<file path="config.mk">
export PLATFORM = sky130hd
export DESIGN_NAME = codec_slot_engine
export DESIGN_NICKNAME = d
export VERILOG_FILES = /design/src/rtl/cse_pkg.sv /design/src/rtl/cse_rst_sync.sv /design/src/rtl/cse_codec_regfile.sv /design/src/rtl/cse_cmd_seq.sv /design/src/rtl/codec_slot_engine.sv
export SDC_FILE = /design/constraint.sdc
export NUM_CORES = 2
export LEC_CHECK = 0
export ABC_CLOCK_PERIOD_IN_PS = 2910
export BUFFER_PORTS_ARGS = -buffer_cell sky130_fd_sc_hd__buf_2
export CAP_MARGIN = 30
export CORE_ASPECT_RATIO = 0.6
export CORE_MARGIN = 3
export CORE_UTILIZATION = 59
export CTS_BUF_LIST = sky130_fd_sc_hd__clkbuf_4 sky130_fd_sc_hd__clkbuf_8
export CTS_CLUSTER_SIZE = 30
export DETAILED_ROUTE_END_ITERATION = 16
export MAX_ROUTING_LAYER = met4
export PLACE_DENSITY_LB_ADDON = 0.1
export SYNTH_ARGS = -nofsm -noshare
export SYNTH_HDL_FRONTEND = slang
export SYNTH_SLANG_ARGS = --single-unit
</file>
<file path="constraint.sdc">
create_clock -name clk -period 2.91 [get_ports clk]
set_input_delay 0.1455 -clock clk [delete_from_list [all_inputs] [get_ports clk]]
set_output_delay 0.1455 -clock clk [all_outputs]
set_load 0.05 [all_outputs]
</file>
<file path="src/rtl/cse_pkg.sv">
package cse_pkg;
  localparam int SLOT_W  = 20;
  localparam int DIR_BIT = 19;
  localparam int IDX_W   = 7;
  localparam int IDX_LO  = 12;
  localparam int IDX_HI  = IDX_LO + IDX_W - 1;
  localparam int DAT_W   = 16;
  localparam int DAT_LO  = 4;
  localparam int DAT_HI  = DAT_LO + DAT_W - 1;
  localparam int FLAG_W  = 7;

  localparam int A_TX1   = 0;
  localparam int A_TX2   = 1;
  localparam int A_RX1   = 2;
  localparam int A_RX2   = 3;
  localparam int A_FLAGS = 4;

  typedef enum logic [1:0] {SQ_IDLE, SQ_REQ, SQ_WAIT} seq_state_e;

  typedef struct packed {
    logic             rd;
    logic [IDX_W-1:0] idx;
    logic [DAT_W-1:0] dat;
  } codec_cmd_t;
endpackage

</file>
<file path="src/rtl/cse_rst_sync.sv">
module cse_rst_sync #(
  parameter int STAGES = 2
) (
  input  logic clk,
  input  logic rst_n,
  output logic rst_ns
);
  logic [STAGES-1:0] sync_q;

  always_ff @(posedge clk or negedge rst_n) begin
    if (!rst_n) sync_q <= '0;
    else        sync_q <= {sync_q[STAGES-2:0], 1'b1};
  end

  assign rst_ns = sync_q[STAGES-1];
endmodule

</file>
<file path="src/rtl/cse_codec_regfile.sv">
module cse_codec_regfile
  import cse_pkg::*;
(
  input  logic             clk,
  input  logic             rst_n,
  input  logic             req,
  input  codec_cmd_t       cmd,
  output logic             ack,
  output logic [DAT_W-1:0] rdata
);
  localparam int DEPTH = 1 << IDX_W;

  logic [DAT_W-1:0] mem [DEPTH];
  logic [DAT_W-1:0] rdata_q;
  logic             ack_q;

  always_ff @(posedge clk) begin
    if (req && !cmd.rd) mem[cmd.idx] <= cmd.dat;
  end

  always_ff @(posedge clk) begin
    if (req && cmd.rd) rdata_q <= mem[cmd.idx];
  end

  always_ff @(posedge clk or negedge rst_n) begin
    if (!rst_n) ack_q <= 1'b0;
    else        ack_q <= req;
  end

  assign ack   = ack_q;
  assign rdata = rdata_q;

  AST_ACK_AFTER_REQ: assert property (@(posedge clk) disable iff (!rst_n)
    req |=> ack);
  AST_NO_SPURIOUS_ACK: assert property (@(posedge clk) disable iff (!rst_n)
    !req |=> !ack);
endmodule

</file>
<file path="src/rtl/cse_cmd_seq.sv">
module cse_cmd_seq
  import cse_pkg::*;
(
  input  logic             clk,
  input  logic             rst_n,
  input  logic             launch,
  input  codec_cmd_t       cmd_in,
  output logic             idle,
  output logic             req,
  output codec_cmd_t       req_cmd,
  input  logic             ack,
  output logic             done_rd
);
  seq_state_e state_q, state_d;
  codec_cmd_t cmd_q, cmd_d;
  logic       start;

  assign start = launch && (state_q == SQ_IDLE);

  always_comb begin
    state_d = state_q;
    cmd_d   = cmd_q;
    unique case (state_q)
      SQ_IDLE: if (start) begin
        state_d = SQ_REQ;
        cmd_d   = cmd_in;
      end
      SQ_REQ:  state_d = SQ_WAIT;
      SQ_WAIT: if (ack) state_d = SQ_IDLE;
      default: state_d = SQ_IDLE;
    endcase
  end

  always_ff @(posedge clk or negedge rst_n) begin
    if (!rst_n) begin
      state_q <= SQ_IDLE;
      cmd_q   <= '0;
    end else begin
      state_q <= state_d;
      if (start) cmd_q <= cmd_d;
    end
  end

  assign idle    = (state_q == SQ_IDLE);
  assign req     = (state_q == SQ_REQ);
  assign req_cmd = cmd_q;
  assign done_rd = (state_q == SQ_WAIT) && ack && cmd_q.rd;

  AST_START_GIVES_REQ: assert property (@(posedge clk) disable iff (!rst_n)
    start |=> req);
  AST_REQ_SINGLE: assert property (@(posedge clk) disable iff (!rst_n)
    req |=> !req);
  AST_CMD_HELD: assert property (@(posedge clk) disable iff (!rst_n)
    !idle |=> $stable(cmd_q));
endmodule

</file>
<file path="src/rtl/codec_slot_engine.sv">
module codec_slot_engine
  import cse_pkg::*;
#(
  parameter int HOST_AW = 3
) (
  input  logic               clk,
  input  logic               rst_n,
  input  logic               host_wr,
  input  logic               host_rd,
  input  logic [HOST_AW-1:0] host_addr,
  input  logic [SLOT_W-1:0]  host_wdata,
  output logic [SLOT_W-1:0]  host_rdata
);
  logic rst_ns;

  cse_rst_sync #(.STAGES(2)) u_rst (
    .clk    (clk),
    .rst_n  (rst_n),
    .rst_ns (rst_ns)
  );

  logic [SLOT_W-1:0] tx1_q, tx1_d;
  logic [DAT_W-1:0]  tx2_q, tx2_d;
  logic [SLOT_W-1:0] rx1_q, rx1_d;
  logic [SLOT_W-1:0] rx2_q, rx2_d;
  logic              tx1e_q, tx1e_d, tx2e_q, tx2e_d;
  logic [1:0]        busy_q, busy_d, valid_q, valid_d;

  logic       sel_tx1, sel_tx2, sel_rx2;
  logic       seq_idle, launch, seq_req, codec_ack, done_rd;
  codec_cmd_t new_cmd, req_cmd;
  logic [DAT_W-1:0] codec_rdata;
  logic [FLAG_W-1:0] flags;

  assign sel_tx1 = host_addr == HOST_AW'(A_TX1);
  assign sel_tx2 = host_addr == HOST_AW'(A_TX2);
  assign sel_rx2 = host_addr == HOST_AW'(A_RX2);
  assign launch  = host_wr && sel_tx1 && seq_idle;

  assign new_cmd.rd  = host_wdata[DIR_BIT];
  assign new_cmd.idx = host_wdata[IDX_HI:IDX_LO];
  assign new_cmd.dat = tx2_q;

  cse_cmd_seq u_seq (
    .clk     (clk),
    .rst_n   (rst_ns),
    .launch  (launch),
    .cmd_in  (new_cmd),
    .idle    (seq_idle),
    .req     (seq_req),
    .req_cmd (req_cmd),
    .ack     (codec_ack),
    .done_rd (done_rd)
  );

  cse_codec_regfile u_codec (
    .clk   (clk),
    .rst_n (rst_ns),
    .req   (seq_req),
    .cmd   (req_cmd),
    .ack   (codec_ack),
    .rdata (codec_rdata)
  );

  always_comb begin
    tx1_d   = tx1_q;
    tx2_d   = tx2_q;
    rx1_d   = rx1_q;
    rx2_d   = rx2_q;
    tx1e_d  = tx1e_q;
    tx2e_d  = tx2e_q;
    busy_d  = busy_q;
    valid_d = valid_q;
    if (launch) begin
      tx1_d  = host_wdata;
      tx1e_d = 1'b0;
      if (host_wdata[DIR_BIT]) begin
        busy_d  = 2'b11;
        valid_d = 2'b00;
      end
    end
    if (host_wr && sel_tx2) begin
      tx2_d  = host_wdata[DAT_HI:DAT_LO];
      tx2e_d = 1'b0;
    end
    if (host_rd && sel_rx2) valid_d = 2'b00;
    if (done_rd) begin
      rx1_d          = tx1_q;
      rx1_d[DIR_BIT] = 1'b0;
      rx2_d          = {codec_rdata, {DAT_LO{1'b0}}};
      busy_d         = 2'b00;
      valid_d        = 2'b11;
    end
  end

  always_ff @(posedge clk or negedge rst_ns) begin
    if (!rst_ns) begin
      tx1_q   <= '0;
      tx2_q   <= '0;
      rx1_q   <= '0;
      rx2_q   <= '0;
      tx1e_q  <= 1'b1;
      tx2e_q  <= 1'b1;
      busy_q  <= '0;
      valid_q <= '0;
    end else begin
      if (launch) tx1_q <= tx1_d;
      if (host_wr && sel_tx2) tx2_q <= tx2_d;
      if (done_rd) begin
        rx1_q <= rx1_d;
        rx2_q <= rx2_d;
      end
      tx1e_q  <= tx1e_d;
      tx2e_q  <= tx2e_d;
      busy_q  <= busy_d;
      valid_q <= valid_d;
    end
  end

  assign flags = {valid_q[1], valid_q[0], busy_q[1], busy_q[0],
                  tx1e_q & tx2e_q, tx2e_q, tx1e_q};

  always_comb begin
    host_rdata = '0;
    case (host_addr)
      HOST_AW'(A_RX1):   host_rdata = rx1_q;
      HOST_AW'(A_RX2):   host_rdata = rx2_q;
      HOST_AW'(A_FLAGS): host_rdata = SLOT_W'(flags);
      default:           host_rdata = '0;
    endcase
  end

  AST_TX1_EMPTY_CLR: assert property (@(posedge clk) disable iff (!rst_ns)
    launch |=> !tx1e_q);
  AST_BUSY_VALID_EXCL: assert property (@(posedge clk) disable iff (!rst_ns)
    !(busy_q[0] && valid_q[0]) && !(busy_q[1] && valid_q[1]));
  AST_ECHO_DIR_CLR: assert property (@(posedge clk) disable iff (!rst_ns)
    done_rd |=> !rx1_q[DIR_BIT] && valid_q[0]);
  AST_RX2_LOW_ZERO: assert property (@(posedge clk) disable iff (!rst_ns)
    valid_q[1] |-> rx2_q[DAT_LO-1:0] == '0);
  AST_DROP_KEEPS_TX1: assert property (@(posedge clk) disable iff (!rst_ns)
    (host_wr && sel_tx1 && !seq_idle) |=> $stable(tx1_q));
endmodule

</file>
==> summary.txt <==
Route
  • Initial DRC count: 5950
  • WL per Instance: ~35 um
  • Routed vias: 40700
  • Total routed wirelength: 211000 um
  • DR top layer: met4
  • Remaining DRCs: 0
  • TritonRoute pass-1 iters: 6
  • Wire length on met2: between 90000 and 100000 um
  • Post-DRT Antenna Nets: 0
  • Met1 Routed Length: 86700 um
  • Via/cell ratio: 6.70
  • Met3 WL: around 27000 um

GRT
  • First-pass GRT wire length: 302000 um
  • Initial antenna violation count: 14
  • Largest net degree at the start of global routing: 97
  • Vias in the first global route: 40700
  • GRT overflow: 0
  • GR Util All Layers: 30.9%

Clock network
  • Max Buffers Root-to-Sink: 4
  • CTS tree: built
  • Depth of the CTS H-tree: 5
  • Clock transition at path regs: 0.06 ns
  • Clock Sink Count: roughly 2200
  • CTS Buf Count: 311
  • Clk_lat worst skew: between 1 and 1.5 ns
  • Clk root buf: clkbuf_8

Synth
  • Mux cell area share after synthesis: 19.4%
  • Post-synth top area cell: edfxtp_1
  • Synth top cells by count: 2064 x edfxtp_1, 672 x mux4_2, 149 x nor2_1
  • Seq/Total Area, Yosys: 78.1%
  • Net count after synthesis: between 3000 and 4000
  • Synth Area in Compound Gates: 0.0789%
  • Top-area cell type share of the netlist area: between 70 and 80%
  • Synthesized area per cell: 24.1 um^2
  • Post-Synth XOR/XNOR Area: 0%
  • Post-synth EDFFs: just over 2000
  • Largest family of logic cells by synthesized area: multiplexers
  • Synthesis Warnings: 0
  • Post-Synth Adder-Cell Area: 0%
  • Top post-synthesis cells by area: edfxtp_1 75%, mux4_2 18%, dfrtp_1 2.9%
  • Top FF cell, synth: edfxtp_1
  • Post-Synthesis Cells: 3419
  • #FFs+latches synth: 2160
  • Post-Synthesis Cell Area: 82500 um^2
  • Leading cell type by number of instances after synthesis: edfxtp_1
  • Simple-Gate Fraction of Synth Area: 1.50%
  • Distinct cell type count after synthesis: 32
  • Asr flop ratio synth: between 4 and 5%

Place
  • IO Port Bufs: 46
  • Routability cong.: 0.863
  • Dpl hpwl: 125000 um
  • Cell Area, Placed: 88800 um^2
  • Placed Instances: around 5400
  • Worst slack, placed: -0.551 ns

Worst setup path
  • Worst Path Max Fanout: 8
  • Kind of critical path: reg2reg
  • Critical path arrival: 4.09 ns
  • Worst Setup Start Kind: flip-flop
  • Crit-path cells: buf_12 > buf_16 > buf_12 > buf_6 > mux4_2 > mux4_2 > mux4_2 > mux2_4
  • Most numerous cell on the critical path: mux4_2
  • Required @ worst endpoint: 3.66 ns
  • CP max stage cell: mux4_2
  • Crit end category: flip-flop
  • Delay of the slowest critical-path stage: around 0.67 ns

Timing
  • Worst Tran Pin Value: 1.01 ns
  • Final worst path period share: 115%
  • Hold Fails Final Rpt: 0
  • Final Max Tran Viols: 0
  • Unrepaired setup endpoints after global routing: yes
  • Hold_ws: 0.0953 ns
  • Slew HR: 33.0%
  • Max Freq: 0.299 GHz
  • Final WS setup: -0.430 ns
  • Fin crit period: about 3.3 ns
  • Final setup vio count: 16
  • Setup Skew: 0.0663 ns

Floorplanning
  • Die height: 296 um
  • I/O pin cnt: 47
  • # rows: 105
  • Die Span X: 489 um
  • Core Region: 138000 um^2
  • Die area: between 100000 and 150000 um^2
  • Initial Utilization: 59.9%

Power and ir drop
  • Worst vdd ir: 0.000581 V
  • Leak pwr: just over 30 nW
  • Power per cell area: 758 nW/um^2

Finish
  • Area growth from synthesis to layout: 16.5%
  • Layout net count: 4070
  • Design area: 96100 um^2
  • Final Non-Filler Cells: 6076
  • Share of cells above drive strength 1: roughly 38%

Job
  • Total of max-cap violations: 0

Min path
  • Hold WC Path Type: in2reg

Status
  • Outcome: finished with violations
  • Failing checks: negative setup slack
==> flip-flops by register name, summed over array words and instances, names as in the netlist, 2 cells and up <==
register	flops
u_codec.mem	2048
tx1_q	18
u_codec.rdata	16
rx1_q	19
rx2_q	16
u_seq.state_q	2
tx2_q	16
u_rst.sync_q	2
u_seq.req_cmd	18
==> final timing paths <==
| check | startpoint | slack [ns] | endpoint | cells after the start |
|---|---|---|---|---|
| worst min-delay path | host_wdata[19] | 0.1 | u_seq.req_cmd[23] | 4 |
| min in group asynchronous | u_rst.sync_q[1] | 0.39 | tx2_q[7] | 0 |
| worst max-delay path | tx1_q[12] | -0.43 | u_codec.rdata[13] | 8 |
| worst min register to register | u_rst.sync_q[0] | 0.37 | u_rst.sync_q[1] | 0 |
| worst max register to register | tx1_q[12] | -0.43 | u_codec.rdata[13] | 8 |
| max in group asynchronous | u_rst.sync_q[1] | 1.73 | u_seq.req_cmd[6] | 1 |
==> layout make-up <==
| type | count | area (um^2) |
|---|---|---|
| clock buffers | 421 | 5140 |
| flip-flops and latches | 2160 | 64500 |
| repair buffers | 495 | 6230 |
| fillers | 7983 | 41600 |
| clock inverters | 101 | 541 |
| well taps | 1819 | 2280 |
| multi-input cells | 1073 | 17400 |
| inverters | 2 | 12.5 |
| diodes | 5 | 12.5 |
==> cell usage in the layout, fill, tap and decap left out, types with 5 or more instances in the layout <==
cell type         n
diode_2           5
dlygate4sd3_1    84
clkinvlp_4        6
clkinv_1         65
o21ai_0           5
nand2_1         122
dfrtp_1          71
nor2b_1           9
mux2_4           12
buf_2            46
buf_12          153
mux2_2           55
nand3_1          12
edfxtp_1       2064
mux4_2          672
nor2_1          147
buf_16           18
inv_6             7
buf_4           176
clkbuf_8        317
dfrtp_4          21
mux2i_1          15
clkinv_2         20
buf_6            13
clkbuf_4        104
==> report_power, final <==
group / leakage, nW / internal [W] / switching, W
sequential: 20.0 / 0.0364 / 0.00135
clock: 3.01 / 0.0117 / 0.0110
combinational: 8.00 / 0.00552 / 0.00679
total: 31.0 / 0.0536 / 0.0192
==> stage by stage <==
step                TNS (ns)  util [%]  power [W]
floorplan              -4.66         -     0.0444
global placement       -5.92      64.5     0.0495
detailed placement     -6.09      64.5     0.0499
CTS                    -5.99      69.7     0.0730
global route           -6.76      69.8     0.0751
finish                 -6.24      69.8     0.0728
==> repair_timing <==
action                     4_1_cts  5_1_grt
buffers inserted                17        3
cloned                          11        1
setup endpoints to repair       23       36
hold buffers                    84        0
hold endpoints to repair        59        0
resized for setup               47       15
==> cells by family (layout without fill, tap and decap cells) <==
kind of cell | Yosys count | after routing
DFF | 2160 | 2160
muxes | 754 | 754
and+or+nand+nor | 307 | 307
buffers and inverters | 186 | 1019
AOI/OAI and AO/OA | 11 | 11
other | 1 | 6
==> worst max-delay path: cells and delay by family (launching register included) <==
kind	cells	cell delay, ns
mux	4	2.01
buf+inv	4	0.60
flops	1	0.45
==> routing by layer <==
metal | vias up | GRT usage [%]
met1 | 21800 | 47.7
met5 | - | -
met2 | 2751 | 41.7
met4 | 0 | 7.18
met3 | 341 | 8.66
li1 | 15900 | -
No activity file was read; power rests on OpenSTA's default activity.
